### config.mk
export PLATFORM = sky130hd
export DESIGN_NAME = ffload_seq
export DESIGN_NICKNAME = d
export VERILOG_FILES = /design/src/rtl/ffload_pkg.sv /design/src/rtl/ffload_issue.sv /design/src/rtl/ffload_retire.sv /design/src/rtl/ffload_seq.sv
export SDC_FILE = /design/constraint.sdc
export NUM_CORES = 1
export LEC_CHECK = 0
export ABC_AREA = 0
export BUFFER_PORTS_ARGS = -buffer_cell sky130_fd_sc_hd__buf_2
export CORE_MARGIN = 1.5
export CORE_UTILIZATION = 50
export CTS_BUF_LIST = sky130_fd_sc_hd__clkbuf_2
export DETAILED_ROUTE_END_ITERATION = 7
export GPL_TIMING_DRIVEN = 0
export PLACE_DENSITY = 0.86
export SETUP_SLACK_MARGIN = 0.02
export SLEW_MARGIN = 30
export SYNTH_ARGS = -nofsm -noshare
export SYNTH_HDL_FRONTEND = slang
export SYNTH_SLANG_ARGS = --single-unit
### constraint.sdc
create_clock -name clk_i -period 6.5 [get_ports clk_i]
set_input_delay 1.3 -clock clk_i [delete_from_list [all_inputs] [get_ports clk_i]]
set_output_delay 1.3 -clock clk_i [all_outputs]
set_load 0.005 [all_outputs]
### src/rtl/ffload_pkg.sv
package ffload_pkg;
  typedef enum logic {ST_IDLE = 1'b0, ST_RUN = 1'b1} seq_st_e;
endpackage

### src/rtl/ffload_issue.sv
module ffload_issue #(
  parameter int AW = 16,
  parameter int CW = 4
) (
  input  logic          clk_i,
  input  logic          rst_ni,
  input  logic          load_i,
  input  logic [AW-1:0] base_i,
  input  logic [AW-1:0] stride_i,
  input  logic          run_i,
  input  logic [CW-1:0] total_i,
  input  logic          req_ready_i,
  output logic          req_valid_o,
  output logic [AW-1:0] req_addr_o,
  output logic [CW-1:0] issued_o
);
  logic [AW-1:0] addr_q, stride_q;
  logic [CW-1:0] issued_q;

  assign req_valid_o = run_i && (issued_q < total_i);
  assign req_addr_o  = addr_q;
  assign issued_o    = issued_q;

  always_ff @(posedge clk_i or negedge rst_ni) begin
    if (!rst_ni) begin
      addr_q   <= '0;
      stride_q <= '0;
      issued_q <= '0;
    end else if (load_i) begin
      addr_q   <= base_i;
      stride_q <= stride_i;
      issued_q <= '0;
    end else if (req_valid_o && req_ready_i) begin
      addr_q   <= addr_q + stride_q;
      issued_q <= issued_q + 1'b1;
    end
  end
endmodule

### src/rtl/ffload_retire.sv
module ffload_retire #(
  parameter int DW = 16,
  parameter int CW = 4,
  parameter int IW = 3
) (
  input  logic          clk_i,
  input  logic          rst_ni,
  input  logic          load_i,
  input  logic          active_i,
  input  logic          rsp_valid_i,
  input  logic [DW-1:0] rsp_data_i,
  input  logic          rsp_fault_i,
  output logic          rsp_ready_o,
  output logic          wr_en_o,
  output logic [IW-1:0] wr_idx_o,
  output logic [DW-1:0] wr_data_o,
  output logic [CW-1:0] rcvd_o,
  output logic          halt_o,
  output logic [CW-1:0] fault_idx_o
);
  logic          fire;
  logic          fault_q;
  logic [CW-1:0] rcvd_q, trunc_q;

  assign rsp_ready_o = active_i;
  assign fire        = rsp_valid_i && rsp_ready_o;
  // writes stop for good once any fault has been taken
  assign wr_en_o     = fire && !rsp_fault_i && !fault_q;
  assign wr_idx_o    = rcvd_q[IW-1:0];
  assign wr_data_o   = rsp_data_i;
  assign rcvd_o      = rcvd_q;
  assign halt_o      = fault_q || (fire && rsp_fault_i);
  assign fault_idx_o = fault_q ? trunc_q : rcvd_q;

  always_ff @(posedge clk_i or negedge rst_ni) begin
    if (!rst_ni) begin
      rcvd_q  <= '0;
      trunc_q <= '0;
      fault_q <= 1'b0;
    end else if (load_i) begin
      rcvd_q  <= '0;
      trunc_q <= '0;
      fault_q <= 1'b0;
    end else if (fire) begin
      rcvd_q <= rcvd_q + 1'b1;
      if (rsp_fault_i && !fault_q) begin
        fault_q <= 1'b1;
        trunc_q <= rcvd_q;
      end
    end
  end
endmodule

### src/rtl/ffload_seq.sv
module ffload_seq
  import ffload_pkg::*;
#(
  parameter int AW        = 16,
  parameter int DW        = 16,
  parameter int MAX_ELEMS = 8,
  localparam int CW = $clog2(MAX_ELEMS + 1),
  localparam int IW = (MAX_ELEMS > 1) ? $clog2(MAX_ELEMS) : 1
) (
  input  logic          clk_i,
  input  logic          rst_ni,
  input  logic          start_i,
  input  logic [AW-1:0] base_i,
  input  logic [AW-1:0] stride_i,
  input  logic [CW-1:0] count_i,
  output logic          req_valid_o,
  output logic [AW-1:0] req_addr_o,
  input  logic          req_ready_i,
  input  logic          rsp_valid_i,
  input  logic [DW-1:0] rsp_data_i,
  input  logic          rsp_fault_i,
  output logic          rsp_ready_o,
  output logic          wr_en_o,
  output logic [IW-1:0] wr_idx_o,
  output logic [DW-1:0] wr_data_o,
  output logic          done_o,
  output logic [CW-1:0] loaded_cnt_o,
  output logic          trap_o
);
  seq_st_e       st_q;
  logic [CW-1:0] total_q, eff_cnt, issued, rcvd, rcvd_nx, fault_idx;
  logic          start_ok, halt, rsp_fire, finish;
  logic          done_q, trap_q;
  logic [CW-1:0] cnt_q;

  assign start_ok = start_i && (st_q == ST_IDLE);
  assign eff_cnt  = (count_i > CW'(MAX_ELEMS)) ? CW'(MAX_ELEMS) : count_i;
  assign rsp_fire = rsp_valid_i && rsp_ready_o;
  assign rcvd_nx  = rcvd + CW'(rsp_fire);
  // all issued answered, and either faulted or the full count went out
  assign finish   = (st_q == ST_RUN) && (rcvd_nx == issued) && (halt || issued == total_q);

  ffload_issue #(.AW(AW), .CW(CW)) u_issue (
    .clk_i       (clk_i),
    .rst_ni      (rst_ni),
    .load_i      (start_ok),
    .base_i      (base_i),
    .stride_i    (stride_i),
    .run_i       ((st_q == ST_RUN) && !halt),
    .total_i     (total_q),
    .req_ready_i (req_ready_i),
    .req_valid_o (req_valid_o),
    .req_addr_o  (req_addr_o),
    .issued_o    (issued)
  );

  ffload_retire #(.DW(DW), .CW(CW), .IW(IW)) u_retire (
    .clk_i       (clk_i),
    .rst_ni      (rst_ni),
    .load_i      (start_ok),
    .active_i    (st_q == ST_RUN),
    .rsp_valid_i (rsp_valid_i),
    .rsp_data_i  (rsp_data_i),
    .rsp_fault_i (rsp_fault_i),
    .rsp_ready_o (rsp_ready_o),
    .wr_en_o     (wr_en_o),
    .wr_idx_o    (wr_idx_o),
    .wr_data_o   (wr_data_o),
    .rcvd_o      (rcvd),
    .halt_o      (halt),
    .fault_idx_o (fault_idx)
  );

  always_ff @(posedge clk_i or negedge rst_ni) begin
    if (!rst_ni) begin
      st_q    <= ST_IDLE;
      total_q <= '0;
      done_q  <= 1'b0;
      cnt_q   <= '0;
      trap_q  <= 1'b0;
    end else begin
      done_q <= 1'b0;
      if (start_ok) begin
        total_q <= eff_cnt;
        cnt_q   <= '0;
        trap_q  <= 1'b0;
        if (eff_cnt == '0) done_q <= 1'b1;
        else               st_q   <= ST_RUN;
      end else if (finish) begin
        st_q   <= ST_IDLE;
        done_q <= 1'b1;
        if (halt && fault_idx == '0) begin
          trap_q <= 1'b1;
          cnt_q  <= total_q;
        end else if (halt) begin
          cnt_q <= fault_idx;
        end else begin
          cnt_q <= total_q;
        end
      end
    end
  end

  assign done_o       = done_q;
  assign loaded_cnt_o = cnt_q;
  assign trap_o       = trap_q;
endmodule

### After elaboration in Yosys (flattened, before gate mapping)

Cells that the tools add are included.
Widths: inputs -> output; s select.

* add/subtract/negate cells: 4
* order comparisons: 2
* eq/ne operators: 3
* multiplexer cells: 27
* bitwise logic cells: 1
* reduce and logical (&&, ||, !) cells: 27

Operators with widths (count)
* $mux 4: 13
* $mux 16: 2
* $add 16x16->16: 1
* $logic_and 1x1->1: 12
* $mux 1: 12
* $reduce_bool 2->1: 5
* $add 4x1->4 const B: 2
* $eq 4x4->1: 2
* $logic_not 4->1: 2
* $reduce_and 2->1: 3
* $add 4x1->4: 1
* $gt 4x4->1 const B: 1
* $lt 4x4->1: 1
* $logic_not 1->1: 3
* $logic_or 1x1->1: 2
* $ne 2x2->1 const B: 1
* $not 1->1: 1

* register bits after elaboration: 56
* input bits: 58
* output and inout port bits: 44
* word-level logic and storage cells: 75

### Longest topological paths before layout

Gate-level depths: netlist (run 1).

* depth after elaboration: 9
* mapped depth: 10

### Modules after synthesis

A second synthesis (run 1) with hierarchy kept.

* cells, all modules: 369
* area, all modules: 3686.0 um^2

Modules (own cells, without submodules)
* ffload_issue: instances 1, cells each 244, area an instance 2424.8 um^2, seq. area each 900.9 um^2
* ffload_seq: instances 1, cells each 64, area an instance 664.4 um^2, seq. area each 275.3 um^2
* ffload_retire: instances 1, cells each 61, area an instance 596.8 um^2, seq. area each 225.2 um^2

### Least setup slack after synthesis (run 1)

No wires, ideal clock.

* path type: input to output
* start point: input port rsp_valid_i
* end point: output port req_valid_o
* arrival: 1.865 ns
* required time: 5.200 ns
* path slack: 3.335 ns
* stages on the path: 4
* path buffers: 0
* path through: nand2_2 -> inv_2 -> a21oi_4 -> and3_1

* longest elaborated chain between the ends: 6

RTL lines
* start: declaration: line ffload_seq.sv:19 `input logic rsp_valid_i,`
* $logic_and 1x1->1: line ffload_retire.sv:26 `assign fire = rsp_valid_i && rsp_ready_o;`
* $logic_and 1x1->1: line ffload_retire.sv:32 `assign halt_o = fault_q || (fire && rsp_fault_i);`
* $logic_or 1x1->1: line ffload_retire.sv:32
* $logic_not 1->1: line ffload_seq.sv:49 `.run_i ((st_q == ST_RUN) && !halt),`
* $logic_and 1x1->1: line ffload_seq.sv:49
* $logic_and 1x1->1: line ffload_issue.sv:20 `assign req_valid_o = run_i && (issued_q < total_i);`
* end: declaration: line ffload_seq.sv:16 `output logic req_valid_o,`

Every way passes these cells.

### Worst setup path after layout (run 1)

Same ends and word-level chain as after synthesis.

==> reports/metrics.cfg, run 1 <==
[outcome]
outcome=complete, no violations

[critical_path]
critPathMaxStageDelay_ps=270
largest_fanout_on_the_critical_path=9
crit_start=rsp_valid_i
crit_slowest_cell=sky130_fd_sc_hd__and3_1
cp_depth=6
category_of_the_worst_setup_path_launch_point=input pin
critical-path-top-delay-family=simple AND/OR/NAND/NOR gates
critical_path.most_common_cell=sky130_fd_sc_hd__buf_2
regToRegStartpoint=u_issue.req_addr_o[0]
cp_data_required_time_ps=5200
cp.buffers_inverters=3
kind_of_end_point_of_the_critical_path=output pin
worst_setup_path_class=in -> out
crit_chain=buf_2 -> nand2_2 -> inv_2 -> a21oi_4 -> and3_1 -> buf_2
ff2ff_path_depth=9
cp_data_arrival_time_ps=2250

[sta]
hold_ws_ps=528
fin_setup_tns_ps=0
unrepaired_setup_endpoints_after_global_routing=false
slew_violations=0
setup_viol=0
layout_worst_path_cycle_share_pct=54.6
clock_tree_skew_after_final_layout_ps=37.2
achievable-frequency_ghz=0.282
slew_headroom_pct=52.0
finalCriticalPeriod_ps=3550
worst_slew_pin_slew_ps=719
timing_hold_violations_final=0
setup_ws_ps=2950

[cts]
postCtsSetupBuffers=0
clock_tree.buffer_depth=2
clock_insertion_delay_at_the_later_pin_of_the_skew_report_ps=490
cts_hold_buffers=0
clk_transition_reported_paths_ps=280
clockRootBuffer=sky130_fd_sc_hd__clkbuf_2
cts-buffers-inserted=5
cts.sink_count=56
ctsHtreeMaxLevel=2
post_cts_resize_count=0
clock_tree_from_tritoncts=built

[floorplanning]
core_area_mm2=0.00672
i_o_pin_cnt=102
die_height_um=86.1
fp.dieW_um=86.1
initial_core_util_pct=51.3
overall_die_area_mm2=0.00741
fp-row-count=30

[synthesis]
synth.top_cell.area_share_pct=40.6
yosys_register_bits=56
biggest_area_contributors_in_the_synthesized_netlist=sky130_fd_sc_hd__dfrtp_1 (41%), sky130_fd_sc_hd__nand2_1 (10%), sky130_fd_sc_hd__ha_1 (8.3%)
post_synth_num_cell_types=43
yosysWarnings=0
synth_instances=406
net_count_synth=488
synth_enable_flop_cells=0
ys_seq_area_share_pct=40.6
synth.cell_area_mm2=0.00345
ys_async_sr_fraction_pct=100
synth_area_leader_cell=sky130_fd_sc_hd__dfrtp_1
ys.flop_type=sky130_fd_sc_hd__dfrtp_1
syn_avg_cell_area_um2=8.50

[power_and_ir_drop]
pwr-share-clk_pct=7.8
total_leakage_power_uw=0.00206
intPower_uw=1050
powerDensity_mw_per_mm2=488
share_of_total_power_in_sequential_cells_pct=31.6
power.share.switching_pct=46.6
combPwrFrac_pct=60.6
netSwitchingPower_uw=917
vdd_ir_drop_max_mv=0.305

[finish]
layout.cells.most_common=sky130_fd_sc_hd__nand2_1
post_route_insts_no_fill=579
final_layout_size_suffix_gt1_share_pct=25.3
most-common-layout-cells=sky130_fd_sc_hd__nand2_1 (92), sky130_fd_sc_hd__buf_2 (91), sky130_fd_sc_hd__dfrtp_1 (56)
antenna_cells=0
final_nets=580
synthToLayoutAreaGrowth_pct=16.8
finalCoreUtilization_pct=60.0

[global_route]
antenna_found_initial=0
grt_usage_pct=23.5
global_route_wire_length_before_repair_um=14000
gr-total-overflow=0
pin_count_of_the_biggest_net_entering_global_routing=57
grt_pass1_vias=3016

[route]
route.detailed.vias_per_inst=5.46
route.detailed.wl_per_inst_um=14.4
drt_first_iter_violations=311
route.layer.met1.wl_um=3640
detail_route.first_pass.iterations=5
vias=3163
drt.antenna.violating_nets=0
wl_met3_um=515
route.top_layer_used=met4
met2_length_um=3990
drt_wl_total_um=8310
drc=0

[placement]
pre_cts_ws_ps=2950
placed_cells_incl_taps=571
dp_hpwl_um=6190
finalWeightedCongestion=0.890
port-buffer-count=85

[hold_path]
hold_depth=2
hold_path_class=reg -> reg
min_from=u_issue.stride_q[0]

[run]
maxCapViolations=0

[state kept, by name, summed over array words and instances, names as in the netlist]
signal / cells
total_q: 4
u_retire.fault_q: 1
trap_o: 1
u_issue.issued_o: 4
loaded_cnt_o: 4
u_issue.stride_q: 16
u_retire.trunc_q: 4
st_q: 1
u_retire.rcvd_o: 4
u_issue.req_addr_o: 16
done_o: 1
[layout make-up]
| type | instances | area [um^2] |
|---|---|---|
| fill | 606 | 2690 |
| multi-input combinational | 305 | 1800 |
| sequential | 56 | 1400 |
| timing repair buffer | 85 | 428 |
| buffer | 37 | 223 |
| tap | 80 | 100 |
| inverter | 8 | 30.0 |
| clock inverter | 3 | 27.5 |
| clock buffer | 5 | 25.0 |
[cells by family after synthesis]
family          count (synthesis)  share of synthesized area (%)
compound gates                 97                           16.4
flops                          56                           40.6
buf+inv                        45                           7.33
xor+xnor                       21                           5.33
mux                             4                           1.16
simple gates                  159                           20.3
fa+ha+maj                      24                           8.92
[synth_stat cells, types with 2 or more instances]
cell type and instances:
sky130_fd_sc_hd__nor2b_1 3, sky130_fd_sc_hd__nor2_1 24, sky130_fd_sc_hd__o21bai_1 2, sky130_fd_sc_hd__ha_1 23, sky130_fd_sc_hd__nor4_1 3, sky130_fd_sc_hd__o21ai_0 25
sky130_fd_sc_hd__dfrtp_1 56, sky130_fd_sc_hd__o21a_1 2, sky130_fd_sc_hd__nor3_1 6, sky130_fd_sc_hd__xnor2_1 15, sky130_fd_sc_hd__nor3b_1 2, sky130_fd_sc_hd__nand3_1 6
sky130_fd_sc_hd__nand2_1 92, sky130_fd_sc_hd__a21o_1 7, sky130_fd_sc_hd__and3_1 8, sky130_fd_sc_hd__buf_4 20, sky130_fd_sc_hd__nand3b_1 3, sky130_fd_sc_hd__or3_1 3
sky130_fd_sc_hd__a21oi_1 29, sky130_fd_sc_hd__a31oi_1 3, sky130_fd_sc_hd__nand2_2 2, sky130_fd_sc_hd__mux2i_1 4, sky130_fd_sc_hd__nand4_1 4, sky130_fd_sc_hd__xor2_1 6
sky130_fd_sc_hd__buf_2 7, sky130_fd_sc_hd__o21ai_1 17, sky130_fd_sc_hd__clkbuf_1 9, sky130_fd_sc_hd__inv_1 7, sky130_fd_sc_hd__a211oi_1 4
[layer usage]
layer | track usage, % | vias to the layer above
li1 | - | 1559
met1 | 31.4 | 1460
met2 | 39.0 | 125
met3 | 4.04 | 19
met4 | 7.62 | 0
met5 | 0 | -
[final timing paths]
kind | endpoint | slack (ps)
min | u_issue.stride_q[0] | 530
max in group asynchronous | u_issue.req_addr_o[15] | 5220
min in group asynchronous | u_retire.trunc_q[1] | 790
max | req_valid_o | 2950
min reg2reg | u_issue.stride_q[0] | 530
max reg2reg | u_issue.req_addr_o[12] | 3830
[power by group through the flow]
stage	Combinational, uW	Clock [uW]	Sequential, uW
4_1_cts	1190	157	619
3_3_place_gp	1130	0	621
3_5_place_dp	1180	0	629
2_1_floorplan	885	0	601
5_1_grt	1340	170	642
6_report	1190	154	622
[tightest hold or removal path, cell delays in order (launching register included)]
cell and delay, ps:
sky130_fd_sc_hd__dfrtp_1 420, sky130_fd_sc_hd__nand2_1 50, sky130_fd_sc_hd__nand2_1 60
[per-stage QoR]
stage / total power [uW] / cell area [um^2]
floorplan: 1490 / 3450
global placement: 1750 / 3980
detailed placement: 1800 / 3980
CTS: 1960 / 4030
global route: 2150 / 4030
finish: 1970 / 4030
No activity file was read; power rests on OpenSTA's default activity.
==> run 2: changes to the inputs <==
--- a/config.mk
+++ b/config.mk
@@ -5,14 +5,14 @@
 export SDC_FILE = /design/constraint.sdc
 export NUM_CORES = 1
 export LEC_CHECK = 0
-export ABC_AREA = 0
+export ABC_AREA = 1
 export BUFFER_PORTS_ARGS = -buffer_cell sky130_fd_sc_hd__buf_2
 export CORE_MARGIN = 1.5
 export CORE_UTILIZATION = 50
 export CTS_BUF_LIST = sky130_fd_sc_hd__clkbuf_2
 export DETAILED_ROUTE_END_ITERATION = 7
 export GPL_TIMING_DRIVEN = 0
-export PLACE_DENSITY = 0.86
+export PLACE_DENSITY = 0.88
 export SETUP_SLACK_MARGIN = 0.02
 export SLEW_MARGIN = 30
 export SYNTH_ARGS = -nofsm -noshare
==> constraint.sdc (replaced) <==
create_clock -name clk_i -period 2.9 [get_ports clk_i]
set_input_delay 0.58 -clock clk_i [delete_from_list [all_inputs] [get_ports clk_i]]
set_output_delay 0.58 -clock clk_i [all_outputs]
set_load 0.005 [all_outputs]
==> run 2 against run 1 <==
Against the previous run: sequential power up 130%; design area up 8.9%; clock skew down 18 ps; via count up 17%; global-route usage down 0.064 points; non-clock buffer count down 7; register-to-register slack worse by 3200 ps; critical path depth down 1; area after synthesis up 9.9%; core utilization up 0.23 points; synthesized cell count up 32%; first-iteration DRC count down 31%.
==> reports/metrics.cfg, run 2 <==
[synthesis]
yosys_register_bits=56
synth_commonest_cells=sky130_fd_sc_hd__nand2_1 (201), sky130_fd_sc_hd__inv_1 (60), sky130_fd_sc_hd__dfrtp_1 (56)
ys_async_sr_fraction_pct=100
syn_avg_cell_area_um2=7.10
synth_enable_flop_cells=0
net_count_synth=616
biggest_area_contributors_in_the_synthesized_netlist=sky130_fd_sc_hd__dfrtp_1 (37%), sky130_fd_sc_hd__nand2_1 (20%), sky130_fd_sc_hd__ha_1 (7.6%)
synth_area_leader_cell=sky130_fd_sc_hd__dfrtp_1
post_synth_num_cell_types=34
synth.cell_area_mm2=0.00379
synth.top_cell.area_share_pct=37.0
yosysMostFrequentCell=sky130_fd_sc_hd__nand2_1
synth_instances=534
yosysWarnings=0
ys_seq_area_share_pct=37.0
ys.flop_type=sky130_fd_sc_hd__dfrtp_1

[finish]
synthToLayoutAreaGrowth_pct=15.8
most-common-layout-cells=sky130_fd_sc_hd__nand2_1 (201), sky130_fd_sc_hd__buf_2 (87), sky130_fd_sc_hd__inv_1 (60)
fillerInstances=710
antenna_cells=0
final_layout_size_suffix_gt1_share_pct=22.0
layout.cells.most_common=sky130_fd_sc_hd__nand2_1
finalCoreUtilization_pct=60.2
final_nets=708

[sta]
fin_setup_tns_ps=0
achievable-frequency_ghz=0.379
slew_headroom_pct=52.7
timing_hold_violations_final=0
worst_slew_pin_slew_ps=710
finalCriticalPeriod_ps=2640
unrepaired_setup_endpoints_after_global_routing=false
hold_ws_ps=94.7
clock_tree_skew_after_final_layout_ps=19.4
slew_violations=0
setup_viol=0
layout_worst_path_cycle_share_pct=90.9

[global_route]
grt_use_met2_pct=39.6
use_met3_pct=3.89
pin_count_of_the_biggest_net_entering_global_routing=57
global_route.usage.met1_pct=31.0
antenna_found_initial=0
global_route_wire_length_before_repair_um=15500
grt_pass1_vias=3440
grt_usage_pct=23.5
gr-total-overflow=0
gr-max-usage-layer=met2

[route]
drt_wl_total_um=9440
route.detailed.wl_per_inst_um=13.0
vias=3699
route.detailed.vias_per_inst=5.10
drc=0
detail_route.first_pass.iterations=5
drt_first_iter_violations=214
drt.antenna.violating_nets=0

[floorplanning]
initial_core_util_pct=52.0
die_height_um=90.1
i_o_pin_cnt=102
overall_die_area_mm2=0.00811
core_area_mm2=0.00729
fp-row-count=31
fp.dieW_um=90.1

[cts]
clockRootBuffer=sky130_fd_sc_hd__clkbuf_2
cts_hold_buffers=0
clk_transition_reported_paths_ps=310
cts.sink_count=56
clock_insertion_delay_at_the_later_pin_of_the_skew_report_ps=480
ctsHtreeMaxLevel=2
clock_tree_from_tritoncts=built
post_cts_resize_count=0
cts-buffers-inserted=5
clock_tree.buffer_depth=2
postCtsSetupBuffers=0

[critical_path]
kind_of_end_point_of_the_critical_path=output pin
category_of_the_worst_setup_path_launch_point=register
crit_start=u_issue.issued_o[3]
worst_setup_path_class=reg -> out
cp_data_required_time_ps=2320
regToRegStartpoint=st_q
cp_data_arrival_time_ps=2060
ff2ff_path_depth=11
largest_fanout_on_the_critical_path=6

[power_and_ir_drop]
power.total_uw=4870
vdd_ir_drop_max_mv=0.460
powerDensity_mw_per_mm2=1110
total_leakage_power_uw=0.00259

[placement]
port-buffer-count=85
dp_hpwl_um=7110
finalWeightedCongestion=0.914

[run]
maxCapViolations=0

[hold_path]
hold_path_class=in -> async

[outcome]
outcome=complete, no violations

[run 2: cell count changes after synthesis, moves of 13 or more]
cell	previous run	this run
sky130_fd_sc_hd__nand2_1	92	201
sky130_fd_sc_hd__inv_1	7	60
sky130_fd_sc_hd__nor2_1	24	37
sky130_fd_sc_hd__a21oi_1	29	15
sky130_fd_sc_hd__nand3_1	6	41
sky130_fd_sc_hd__o21ai_1	17	0
[run 2: cells by family after synthesis]
group / after synthesis / share of synthesized area (%)
AOI/OAI and AO/OA: 44 / 7.26
xor gates and xnor gates: 11 / 2.54
adders and majority gates: 24 / 8.12
buffers and inverters: 93 / 11.5
DFF: 56 / 37.0
and+or+nand+nor: 306 / 33.6
[run 2: layout make-up]
| class | count | area (um^2) | share of cell area [%] |
|---|---|---|---|
| Inverter | 63 | 236 | 5.39 |
| Clock buffer | 5 | 25.0 | 0.570 |
| Clock inverter | 3 | 22.5 | 0.513 |
| Timing Repair Buffer | 85 | 428 | 9.75 |
| Multi-Input combinational cell | 385 | 1950 | 44.5 |
| Sequential cell | 56 | 1400 | 31.9 |
| Buffer | 30 | 199 | 4.53 |
| Tap cell | 99 | 124 | 2.82 |
[run 2: power breakdown]
| part | total (uW) | internal [uW] | switching (uW) |
|---|---|---|---|
| logic | 3130 | 1230 | 1900 |
| registers | 1410 | 1130 | 286 |
| clock network | 334 | 64.0 | 270 |
[run 2: worst max-delay path, cell delays in order (launching register included)]
cell	delay, ps
sky130_fd_sc_hd__dfrtp_1	510
sky130_fd_sc_hd__ha_1	340
sky130_fd_sc_hd__nand2_1	110
sky130_fd_sc_hd__nand2_2	70
sky130_fd_sc_hd__nor3_4	360
sky130_fd_sc_hd__buf_2	190
[run 2: path summary, 6_finish.rpt]
kind                                    endpoint  slack (ps)
setup / recovery                     req_valid_o         260
min in group clk_i           u_issue.stride_q[1]         260
max in group asynchronous  u_issue.req_addr_o[2]        2340
hold reg to reg              u_issue.stride_q[6]         530
hold / removal               u_retire.trunc_q[0]          90
setup reg to reg                 loaded_cnt_o[3]         630
[run 2: per-stage QoR]
stage | instances | cell area, um^2 | setup slack (ps)
3_5_place_dp | 718 | 4340 | 498
3_3_place_gp | 718 | 4340 | 593
5_1_grt | 726 | 4390 | 152
2_1_floorplan | 534 | 3790 | 859
4_1_cts | 726 | 4390 | 264
6_report | 726 | 4390 | 264
[run 2: layer usage]
layer / vias up / routed length (um) / share of wire (%)
met1: 1683 / 4260 / 45
met4: 0 / 152 / 1.6
met3: 20 / 562 / 6.0
met2: 155 / 4460 / 47
met5: - / 0 / 0
li1: 1841 / - / -
